`src/rtl/wvr_pkg.sv`:
```
package wvr_pkg;
  localparam int NBIN    = 5;
  localparam int BIN_W   = 3;
  localparam int C2_HI   = 8;   // upper weight of class 2
  localparam int C3_HI   = 36;  // upper weight of class 3

  typedef enum logic [2:0] {
    S_IDLE,
    S_WRITE,
    S_READ,
    S_CMP,
    S_DONE
  } wvr_state_e;
endpackage

```
`src/rtl/wvr_weight_bin.sv`:
```
module wvr_weight_bin #(
  parameter int DW = 64
) (
  input  logic [DW-1:0]              data_i,
  output logic [wvr_pkg::BIN_W-1:0]  bin_o
);
  localparam int CW = $clog2(DW + 1);

  logic [CW-1:0] ones;

  always_comb begin
    ones = '0;
    for (int i = 0; i < DW; i++) ones = ones + CW'(data_i[i]);
  end

  always_comb begin
    if (ones == '0)                          bin_o = 3'd0;
    else if (ones == CW'(1))                 bin_o = 3'd1;
    else if (ones <= CW'(wvr_pkg::C2_HI))    bin_o = 3'd2;
    else if (ones <= CW'(wvr_pkg::C3_HI))    bin_o = 3'd3;
    else                                     bin_o = 3'd4;
  end
endmodule

```
`src/rtl/wvr_width_table.sv`:
```
module wvr_width_table #(
  parameter int TW    = 2,
  parameter int WW    = 8,
  parameter int DEF_W = 4
) (
  input  logic                       clk_i,
  input  logic                       rst_ni,
  input  logic                       cfg_we_i,
  input  logic [wvr_pkg::BIN_W-1:0]  cfg_bin_i,
  input  logic [TW-1:0]              cfg_temp_i,
  input  logic [WW-1:0]              cfg_width_i,
  input  logic [wvr_pkg::BIN_W-1:0]  rd_bin_i,
  input  logic [TW-1:0]              rd_temp_i,
  output logic [WW-1:0]              rd_width_o
);
  localparam int NTEMP = 1 << TW;
  localparam int NENT  = wvr_pkg::NBIN * NTEMP;

  logic [WW-1:0] ent_q [NENT];

  for (genvar b = 0; b < wvr_pkg::NBIN; b++) begin : g_bin
    for (genvar t = 0; t < NTEMP; t++) begin : g_temp
      logic hit;
      assign hit = cfg_we_i && (cfg_bin_i == wvr_pkg::BIN_W'(b))
                            && (cfg_temp_i == TW'(t));
      always_ff @(posedge clk_i or negedge rst_ni) begin
        if (!rst_ni)  ent_q[b*NTEMP+t] <= WW'(DEF_W);
        else if (hit) ent_q[b*NTEMP+t] <= cfg_width_i;
      end
    end
  end

  always_comb begin
    rd_width_o = ent_q[0];
    for (int b = 0; b < wvr_pkg::NBIN; b++)
      for (int t = 0; t < NTEMP; t++)
        if (rd_bin_i == wvr_pkg::BIN_W'(b) && rd_temp_i == TW'(t))
          rd_width_o = ent_q[b*NTEMP+t];
  end
endmodule

```
`src/rtl/wvr_seq.sv`:
```
module wvr_seq #(
  parameter int DW     = 64,
  parameter int AW     = 10,
  parameter int WW     = 8,
  parameter int IW     = 4,
  parameter int RD_LAT = 2
) (
  input  logic          clk_i,
  input  logic          rst_ni,
  input  logic          req_i,
  input  logic [DW-1:0] data_i,
  input  logic [AW-1:0] addr_i,
  input  logic [IW-1:0] max_iter_i,
  input  logic [WW-1:0] width_sel_i,
  input  logic [DW-1:0] arr_rdata_i,
  output logic          ready_o,
  output logic          arr_we_o,
  output logic          arr_re_o,
  output logic [AW-1:0] arr_addr_o,
  output logic [DW-1:0] arr_wdata_o,
  output logic [WW-1:0] arr_pulse_o,
  output logic          done_o,
  output logic          err_o,
  output logic [IW-1:0] iter_o
);
  import wvr_pkg::*;

  localparam logic [WW-1:0] RD_LAST = WW'(RD_LAT - 1);

  wvr_state_e    state_q;
  logic [WW-1:0] cnt_q, width_q, width_eff;
  logic [IW-1:0] iter_q, iter_nx, max_q;
  logic [DW-1:0] data_q, rd_q;
  logic [AW-1:0] addr_q;
  logic          fail_q;

  assign width_eff = (width_sel_i == '0) ? WW'(1) : width_sel_i;
  assign iter_nx   = (iter_q == '1) ? iter_q : iter_q + IW'(1);

  always_ff @(posedge clk_i or negedge rst_ni) begin
    if (!rst_ni) begin
      state_q <= S_IDLE;
      cnt_q   <= '0;
      width_q <= '0;
      iter_q  <= '0;
      max_q   <= '0;
      data_q  <= '0;
      rd_q    <= '0;
      addr_q  <= '0;
      fail_q  <= 1'b0;
    end else begin
      unique case (state_q)
        S_IDLE: if (req_i) begin
          data_q  <= data_i;
          addr_q  <= addr_i;
          max_q   <= max_iter_i;
          width_q <= width_eff;
          cnt_q   <= width_eff - WW'(1);
          iter_q  <= '0;
          fail_q  <= 1'b0;
          state_q <= S_WRITE;
        end
        S_WRITE: begin
          if (cnt_q == '0) begin
            cnt_q   <= RD_LAST;
            state_q <= S_READ;
          end else begin
            cnt_q <= cnt_q - WW'(1);
          end
        end
        S_READ: begin
          if (cnt_q == '0) begin
            rd_q    <= arr_rdata_i;
            state_q <= S_CMP;
          end else begin
            cnt_q <= cnt_q - WW'(1);
          end
        end
        S_CMP: begin
          iter_q <= iter_nx;
          if (rd_q == data_q) begin
            state_q <= S_DONE;
          end else if (max_q != '0 && iter_nx >= max_q) begin
            fail_q  <= 1'b1;
            state_q <= S_DONE;
          end else begin
            cnt_q   <= width_q - WW'(1);
            state_q <= S_WRITE;
          end
        end
        S_DONE:  state_q <= S_IDLE;
        default: state_q <= S_IDLE;
      endcase
    end
  end

  assign ready_o     = (state_q == S_IDLE);
  assign arr_we_o    = (state_q == S_WRITE);
  assign arr_re_o    = (state_q == S_READ);
  assign arr_addr_o  = addr_q;
  assign arr_wdata_o = data_q;
  assign arr_pulse_o = width_q;
  assign done_o      = (state_q == S_DONE);
  assign err_o       = done_o && fail_q;
  assign iter_o      = iter_q;
endmodule

```
`src/rtl/wvr_ctrl.sv`:
```
module wvr_ctrl #(
  parameter int DW     = 64,
  parameter int AW     = 10,
  parameter int TW     = 2,
  parameter int WW     = 8,
  parameter int IW     = 4,
  parameter int RD_LAT = 2,
  parameter int DEF_W  = 4
) (
  input  logic                       clk_i,
  input  logic                       rst_ni,
  input  logic                       req_i,
  output logic                       ready_o,
  input  logic [DW-1:0]              data_i,
  input  logic [AW-1:0]              addr_i,
  input  logic [TW-1:0]              temp_i,
  input  logic [IW-1:0]              max_iter_i,
  input  logic                       cfg_we_i,
  input  logic [wvr_pkg::BIN_W-1:0]  cfg_bin_i,
  input  logic [TW-1:0]              cfg_temp_i,
  input  logic [WW-1:0]              cfg_width_i,
  output logic                       arr_we_o,
  output logic                       arr_re_o,
  output logic [AW-1:0]              arr_addr_o,
  output logic [DW-1:0]              arr_wdata_o,
  output logic [WW-1:0]              arr_pulse_o,
  input  logic [DW-1:0]              arr_rdata_i,
  output logic                       done_o,
  output logic                       err_o,
  output logic [IW-1:0]              iter_o
);
  logic [wvr_pkg::BIN_W-1:0] bin;
  logic [WW-1:0]             width_sel;
  logic                      ready;

  wvr_weight_bin #(.DW(DW)) u_bin (
    .data_i (data_i),
    .bin_o  (bin)
  );

  wvr_width_table #(.TW(TW), .WW(WW), .DEF_W(DEF_W)) u_tbl (
    .clk_i       (clk_i),
    .rst_ni      (rst_ni),
    .cfg_we_i    (cfg_we_i),
    .cfg_bin_i   (cfg_bin_i),
    .cfg_temp_i  (cfg_temp_i),
    .cfg_width_i (cfg_width_i),
    .rd_bin_i    (bin),
    .rd_temp_i   (temp_i),
    .rd_width_o  (width_sel)
  );

  wvr_seq #(.DW(DW), .AW(AW), .WW(WW), .IW(IW), .RD_LAT(RD_LAT)) u_seq (
    .clk_i       (clk_i),
    .rst_ni      (rst_ni),
    .req_i       (req_i),
    .data_i      (data_i),
    .addr_i      (addr_i),
    .max_iter_i  (max_iter_i),
    .width_sel_i (width_sel),
    .arr_rdata_i (arr_rdata_i),
    .ready_o     (ready),
    .arr_we_o    (arr_we_o),
    .arr_re_o    (arr_re_o),
    .arr_addr_o  (arr_addr_o),
    .arr_wdata_o (arr_wdata_o),
    .arr_pulse_o (arr_pulse_o),
    .done_o      (done_o),
    .err_o       (err_o),
    .iter_o      (iter_o)
  );

  assign ready_o = ready;
endmodule

```
`config.mk`:
```
export PLATFORM = sky130hd
export DESIGN_NAME = wvr_ctrl
export DESIGN_NICKNAME = d
export VERILOG_FILES = /design/src/rtl/wvr_pkg.sv /design/src/rtl/wvr_weight_bin.sv /design/src/rtl/wvr_width_table.sv /design/src/rtl/wvr_seq.sv /design/src/rtl/wvr_ctrl.sv
export SDC_FILE = /design/constraint.sdc
export NUM_CORES = 1
export LEC_CHECK = 0
export CAP_MARGIN = 40
export CORE_MARGIN = 2
export CORE_UTILIZATION = 40
export CTS_CLUSTER_DIAMETER = 150
export CTS_CLUSTER_SIZE = 8
export DETAILED_ROUTE_END_ITERATION = 8
export MAX_ROUTING_LAYER = met4
export PLACE_DENSITY = 0.62
export SLEW_MARGIN = 25
export SYNTH_ARGS = -nofsm -noshare
export SYNTH_HDL_FRONTEND = slang
export SYNTH_SLANG_ARGS = --single-unit
```
`constraint.sdc`:
```
create_clock -name clk_i -period 6.7 [get_ports clk_i]
set_input_delay 2.01 -clock clk_i [delete_from_list [all_inputs] [get_ports clk_i]]
set_output_delay 2.01 -clock clk_i [all_outputs]
set_load 0.02 [all_outputs]
```
; Word level (Yosys, flattened, before mapping)
; Index checks and enable logic that the tools add are counted.
[op_classes]
add_sub_neg = 67
magnitude_cmp = 3
eq_ne = 28
mux = 43
reduce_logical = 63
[ops]
columns = cell, count
row1 = 7-bit by 1-bit adder with 7-bit output, 62
row2 = 8-bit 2-to-1 mux, 25
row3 = 64-bit equality test, 1
row4 = 1-bit logical AND, 46
row5 = 8-bit one-hot mux with 4 select lines, 1
row6 = 3-bit 2-to-1 mux, 9
row7 = 8-bit by 1-bit subtractor with 8-bit output (second input constant), 3
row8 = 3-bit by 2-bit equality test with 1-bit output (second input constant), 6
row9 = 8-bit logical NOT, 2
row10 = 3-bit one-hot mux with 4 select lines, 1
row11 = 3-bit by 1-bit equality test with 1-bit output (second input constant), 3
row12 = 3-bit equality test (second input constant), 3
row13 = 3-bit logical NOT, 3
row14 = 2-bit equality test (second input constant), 4
row15 = 4-bit 2-to-1 mux, 2
row16 = 2-bit inequality test (second input constant), 4
row17 = 4-bit one-hot mux with 2 select lines, 1
row18 = 4-bit nonzero test, 2
row19 = 7-bit by 1-bit equality test with 1-bit output (second input constant), 1
row20 = 7-bit by 4-bit <= comparator with 1-bit output (second input constant), 1
row21 = 7-bit by 6-bit <= comparator with 1-bit output (second input constant), 1
row22 = 7-bit logical NOT, 1
row23 = 2-bit by 1-bit inequality test with 1-bit output (second input constant), 3
row24 = 2-bit AND reduction, 3
row25 = other kinds (12), 16
[word_totals]
regBits = 326
out_inout_bits = 91
word_cells = 233

; Logic depth before layout (Yosys ltp)
[depth]
word_depth = 94
mapped_depth = 35
mapped_depth_nobuf = 32

; Modules after synthesis
; A second synthesis with hierarchy kept.
[unflattened]
hier_cells = 1435
area_unflattened_um2 = 17590.6
[modules_own_cells]
columns = module, n_inst, cells_per_inst, area_per_inst_um2, seq_area_each_um2
row1 = wvr_width_table, 1, 666, 8126.5, 4028.9
row2 = wvr_seq, 1, 566, 7604.8, 4154.0
row3 = wvr_weight_bin, 1, 203, 1859.3, 0.0

; Least setup slack after synthesis
; Ideal clock, no wire load.
[synth_timing]
path_type = input-to-reg
startpoint = input port data_i[0]
endpoint = register u_seq.cnt_q[4]
t_arrival_ns = 10.210
t_required_ns = 6.569
path_slack_ns = -3.641
stages = 31
cell_sequence = ha_1 > inv_1 > fa_1 > inv_1 > fa_1 > fa_1 > fa_1 > fa_1 > fa_1 > inv_1 > fa_1 > fa_1 > fa_1 > inv_1 > fa_1 > buf_6 > a211o_1 > a2111oi_1 > nor2_1 > a311oi_4 > a21oi_1 > a2111oi_2 > o32ai_2 > o211ai_1 > nor4b_4 > o22ai_2 > ha_1 > inv_1 > nor3_1 > xnor2_1 > o21ai_0
[synth_between]
elab_chain_len = 94
elab_cells_between_ends = 119
cone_classes = add/sub: 64 / order compare: 2 / eq/ne: 5 / mux: 26 / reduce/logical: 22
[synth_rtl]
columns = item, line_no
row1 = from (decl), wvr_ctrl.sv:14  ; input logic [DW-1:0] data_i,
row2 = 1-bit by 1-bit adder with 2-bit output (*), wvr_weight_bin.sv:13  ; for (int i = 0; i < DW; i++) ones = ones + CW'(data_i[i]);
row3 = 7-bit by 1-bit adder with 7-bit output (*) (62 in a row), wvr_weight_bin.sv:13
row4 = 7-bit by 6-bit <= comparator with 1-bit output, wvr_weight_bin.sv:20  ; else if (ones <= CW'(wvr_pkg::C3_HI)) bin_o = 3'd3;
row5 = 3-bit 2-to-1 mux, wvr_weight_bin.sv:20
row6 = 3-bit 2-to-1 mux, wvr_weight_bin.sv:19  ; else if (ones <= CW'(wvr_pkg::C2_HI)) bin_o = 3'd2;
row7 = 3-bit 2-to-1 mux, wvr_weight_bin.sv:18  ; else if (ones == CW'(1)) bin_o = 3'd1;
row8 = 3-bit 2-to-1 mux (*), wvr_weight_bin.sv:17  ; if (ones == '0) bin_o = 3'd0;
row9 = 3-bit logical NOT, -
row10 = 1-bit logical AND, wvr_width_table.sv:37  ; if (rd_bin_i == wvr_pkg::BIN_W'(b) && rd_temp_i == TW'(t))
row11 = 8-bit 2-to-1 mux (18 in a row), wvr_width_table.sv:37
row12 = 8-bit 2-to-1 mux (*), wvr_width_table.sv:37
row13 = 8-bit logical NOT, wvr_seq.sv:37  ; assign width_eff = (width_sel_i == '0) ? WW'(1) : width_sel_i;
row14 = 8-bit 2-to-1 mux (*), wvr_seq.sv:37
row15 = 8-bit by 1-bit subtractor with 8-bit output (*), wvr_seq.sv:58  ; cnt_q <= width_eff - WW'(1);
row16 = 8-bit 2-to-1 mux (*), wvr_seq.sv:53  ; S_IDLE: if (req_i) begin
row17 = 8-bit one-hot mux with 4 select lines (*), wvr_seq.sv:52  ; unique case (state_q)
row18 = to (signal assigned), wvr_seq.sv:58
row19 = to (signal assigned), wvr_seq.sv:68  ; cnt_q <= cnt_q - WW'(1);
row20 = to (signal assigned), wvr_seq.sv:76  ; cnt_q <= cnt_q - WW'(1);
row21 = to (decl), wvr_seq.sv:31  ; logic [WW-1:0] cnt_q, width_q, width_eff;
; Mark *: on every way between the ends. The rest lies on a longest branch, timed or not. The select of a mux whose other input is x is not followed.
; A chain may end at the register's enable or synchronous reset.

; Worst setup path in the final report
[layout_timing]
startpoint = input port data_i[0]
endpoint = register u_seq.cnt_q[6]
; Same word-level chain as after synthesis.

==> reports/metrics.yaml <==
cp_common_cell: "fa_1"
finalHoldViolCount: 0
slew_viol_final: 0
cts_max_level: 2
rsz0062_at_grt: "yes"
grt_pass1_vias: 15410
grt-ovfl-total: 0
cpMaxStageDelayCell: "fa_1"
dieHeight_um: 216.8
tightest_slew_ps: 986.7
fin_nets: 2345
netlist_area_sq_um: 18120
cts_tree: "built"
cts_buffers: 46
place_hpwl_um: 43350
finalSetupViolCount: 16
max_freq_mhz: 99.50
period_minus_slack_ps: 10050
placed_area_sq_um: 22500
cp-end-kind: "flop"
vias_per_cell: 5.380
wl_um: 58610
critPathArrivalTime_ps: 10480
grt_pass1_wl_um: 90550
areaGrowthSynthToFinish_pct: 36.17
ys_seq_elements: 326
setup-tns-final_ps: -46040
final_area_sq_um: 24680
ys_seq_area_share_pct: 45.16
grt_max_degree: 166
hp-class: "flop to flop"
dr.pass1.iters: 5
crit_fanout: 5
num_rows: 77
cap_violations: 0
synth_fp_nets: 1931
first_iter_violations: 960
synth_ff_type: "dfrtp_1"
violations: "negative setup slack"
critPathKind: "input port to flop"
antenna_found_initial: 5
grt_usage_pct: 25.76
timing.final.crit_share_pct: 150.0
path_clk_slew_ps: 50
ant_nets: 0
final_util_pct: 55.44
yosysWarningCount: 0
synth_area_per_cell_sq_um: 10.71
fin_ws_ps: -3350
insertion_delay_ps: 570
async_flop_share_pct: 100.0
gp_congestion: 0.9433
root_buffer: "clkbuf_16"
drcViolationCount: 0
clock_sink_count: 326
synth_edf_count: 0
drive_gt1_share_pct: 31.50
boundaryPins: 252
vias: 14640
required_ps: 7130
start_util_pct: 40.71
port_buffers: 251
synthCells: 1692
cts_buffer_depth: 3
coreArea_sq_um: 44510
die_area_sq_um: 47020
outcome: "complete, but fails checks"
cpPeakStageDelay_ps: 550
skew_ps: 13.04
crit_path_start_kind: "input port"
die_width_um: 216.8
synth_cell_types: 80
wire_per_inst_um: 21.54
cts_hold_buf: 0
relSlewSlack_pct: 34.22
==> path summary, 6_finish.rpt <==
| path | from | end | slack [ps] | depth (start not counted) |
|---|---|---|---|---|
| min reg2reg | u_seq.arr_addr_o[9] | u_seq.arr_addr_o[9] | 470 | 2 |
| min | u_seq.arr_addr_o[9] | u_seq.arr_addr_o[9] | 470 | 2 |
| min in group asynchronous | rst_ni | u_seq.arr_wdata_o[52] | 1340 | 1 |
| max | data_i[0] | u_seq.cnt_q[6] | -3350 | 34 |
| max in group asynchronous | rst_ni | u_tbl.ent_q[123] | 4070 | 2 |
| max reg2reg | u_seq.iter_o[0] | u_seq.cnt_q[5] | 2960 | 15 |
==> sequential cells by signal, summed over array words and instances, names as in the netlist <==
register	flops
u_seq.rd_q	64
u_seq.cnt_q	8
u_seq.arr_addr_o	10
u_seq.iter_o	4
u_seq.state_q	3
u_seq.max_q	4
u_seq.arr_pulse_o	8
u_seq.arr_wdata_o	64
u_tbl.ent_q	160
u_seq.fail_q	1
==> critical path: cells and delay by family <==
family	cells	cell delay, ps
AOI/OAI and AO/OA	9	1980
xor gates and xnor gates	2	300
adders and majority gates	12	5030
buffers and inverters	9	790
and+or+nand+nor	2	380
==> timing repair <==
item / 4_1_cts / 5_1_grt
setup endpoints to repair: 16 / 16
hold endpoints to repair: 0 / 0
pin swaps: 49 / 47
resized for setup: 152 / 106
buffers inserted: 13 / 24
==> layout by cell type (no fill, tap or decap), types with 19 or more instances in the layout <==
master,instances
dfrtp_1,306
mux2_2,235
nand2_1,224
clkdlybuf4s50_1,217
buf_4,162
inv_1,97
o21ai_0,69
xnor2_1,67
nor2_1,61
fa_1,52
clkbuf_16,49
a21oi_1,38
mux2i_1,33
buf_6,28
inv_2,24
ha_1,22
dfstp_2,20
nor2b_1,19
nand4_1,19
==> cells by family after synthesis <==
kind of cell    Yosys count  share of synthesized area, %
simple gates            440                         11.12
flops                   326                         45.16
compound gates          294                         11.40
mux                     272                         16.85
buf+inv                 212                         4.467
fa+ha+maj                78                         7.623
xor+xnor                 70                         3.383
==> routing by layer <==
metal | track usage (%) | up-vias | part of all wire, %
met3 | 4.724 | 124 | 5.5
li1 | - | 6736 | -
met1 | 32.06 | 7312 | 43
met5 | - | - | 0
met4 | 9.589 | 0 | 3.6
met2 | 42.00 | 468 | 48
==> Yosys cell counts (7+ instances only) <==
| master | n | area share (%) |
|---|---|---|
| dfrtp_1 | 306 | 42 |
| mux2_2 | 235 | 15 |
| nand2_1 | 229 | 4.7 |
| inv_1 | 123 | 2.5 |
| o21ai_0 | 83 | 2.3 |
| clkbuf_1 | 73 | 1.5 |
| xnor2_1 | 70 | 3.4 |
| nor2_1 | 67 | 1.4 |
| fa_1 | 54 | 6.0 |
| a21oi_1 | 41 | 1.1 |
| mux2i_1 | 34 | 1.9 |
| ha_1 | 24 | 1.7 |
| nor3_1 | 23 | 0.64 |
| nor2b_1 | 21 | 0.73 |
| dfstp_2 | 20 | 2.9 |
| nand4_1 | 19 | 0.66 |
| nand3_1 | 18 | 0.50 |
| nor4_1 | 15 | 0.52 |
| a211oi_1 | 13 | 0.54 |
| a21o_1 | 12 | 0.50 |
| a22oi_1 | 11 | 0.46 |
| o22ai_1 | 11 | 0.38 |
| a31oi_1 | 10 | 0.35 |
| o211ai_1 | 10 | 0.41 |
| buf_1 | 8 | 0.17 |
| and2_1 | 7 | 0.24 |
| o32ai_1 | 7 | 0.34 |
| or2_2 | 7 | 0.24 |
==> per-stage QoR <==
| step | hold WS, ps | worst slack [ps] | cells |
|---|---|---|---|
| 3_5_place_dp | 463.5 | -4488 | 2618 |
| 2_1_floorplan | 457.7 | -3506 | 1692 |
| 5_1_grt | 500.2 | -3630 | 2721 |
| 6_report | 473.3 | -3350 | 2721 |
| 3_3_place_gp | 459.2 | -4363 | 2608 |
| 4_1_cts | 477.7 | -3332 | 2695 |
==> final cells by class <==
cell class,instances,area (sq um)
fillers,3907,19830
multi-input cells,1154,9796
flip-flops and latches,326,8183
repair buffers,453,4170
clock buffers,66,1300
well taps,592,740.7
inverters,125,474.2
diodes,5,12.51
Power is not shown: default switching activity piles up to over one toggle a cycle in this logic, so the estimate is an artifact.
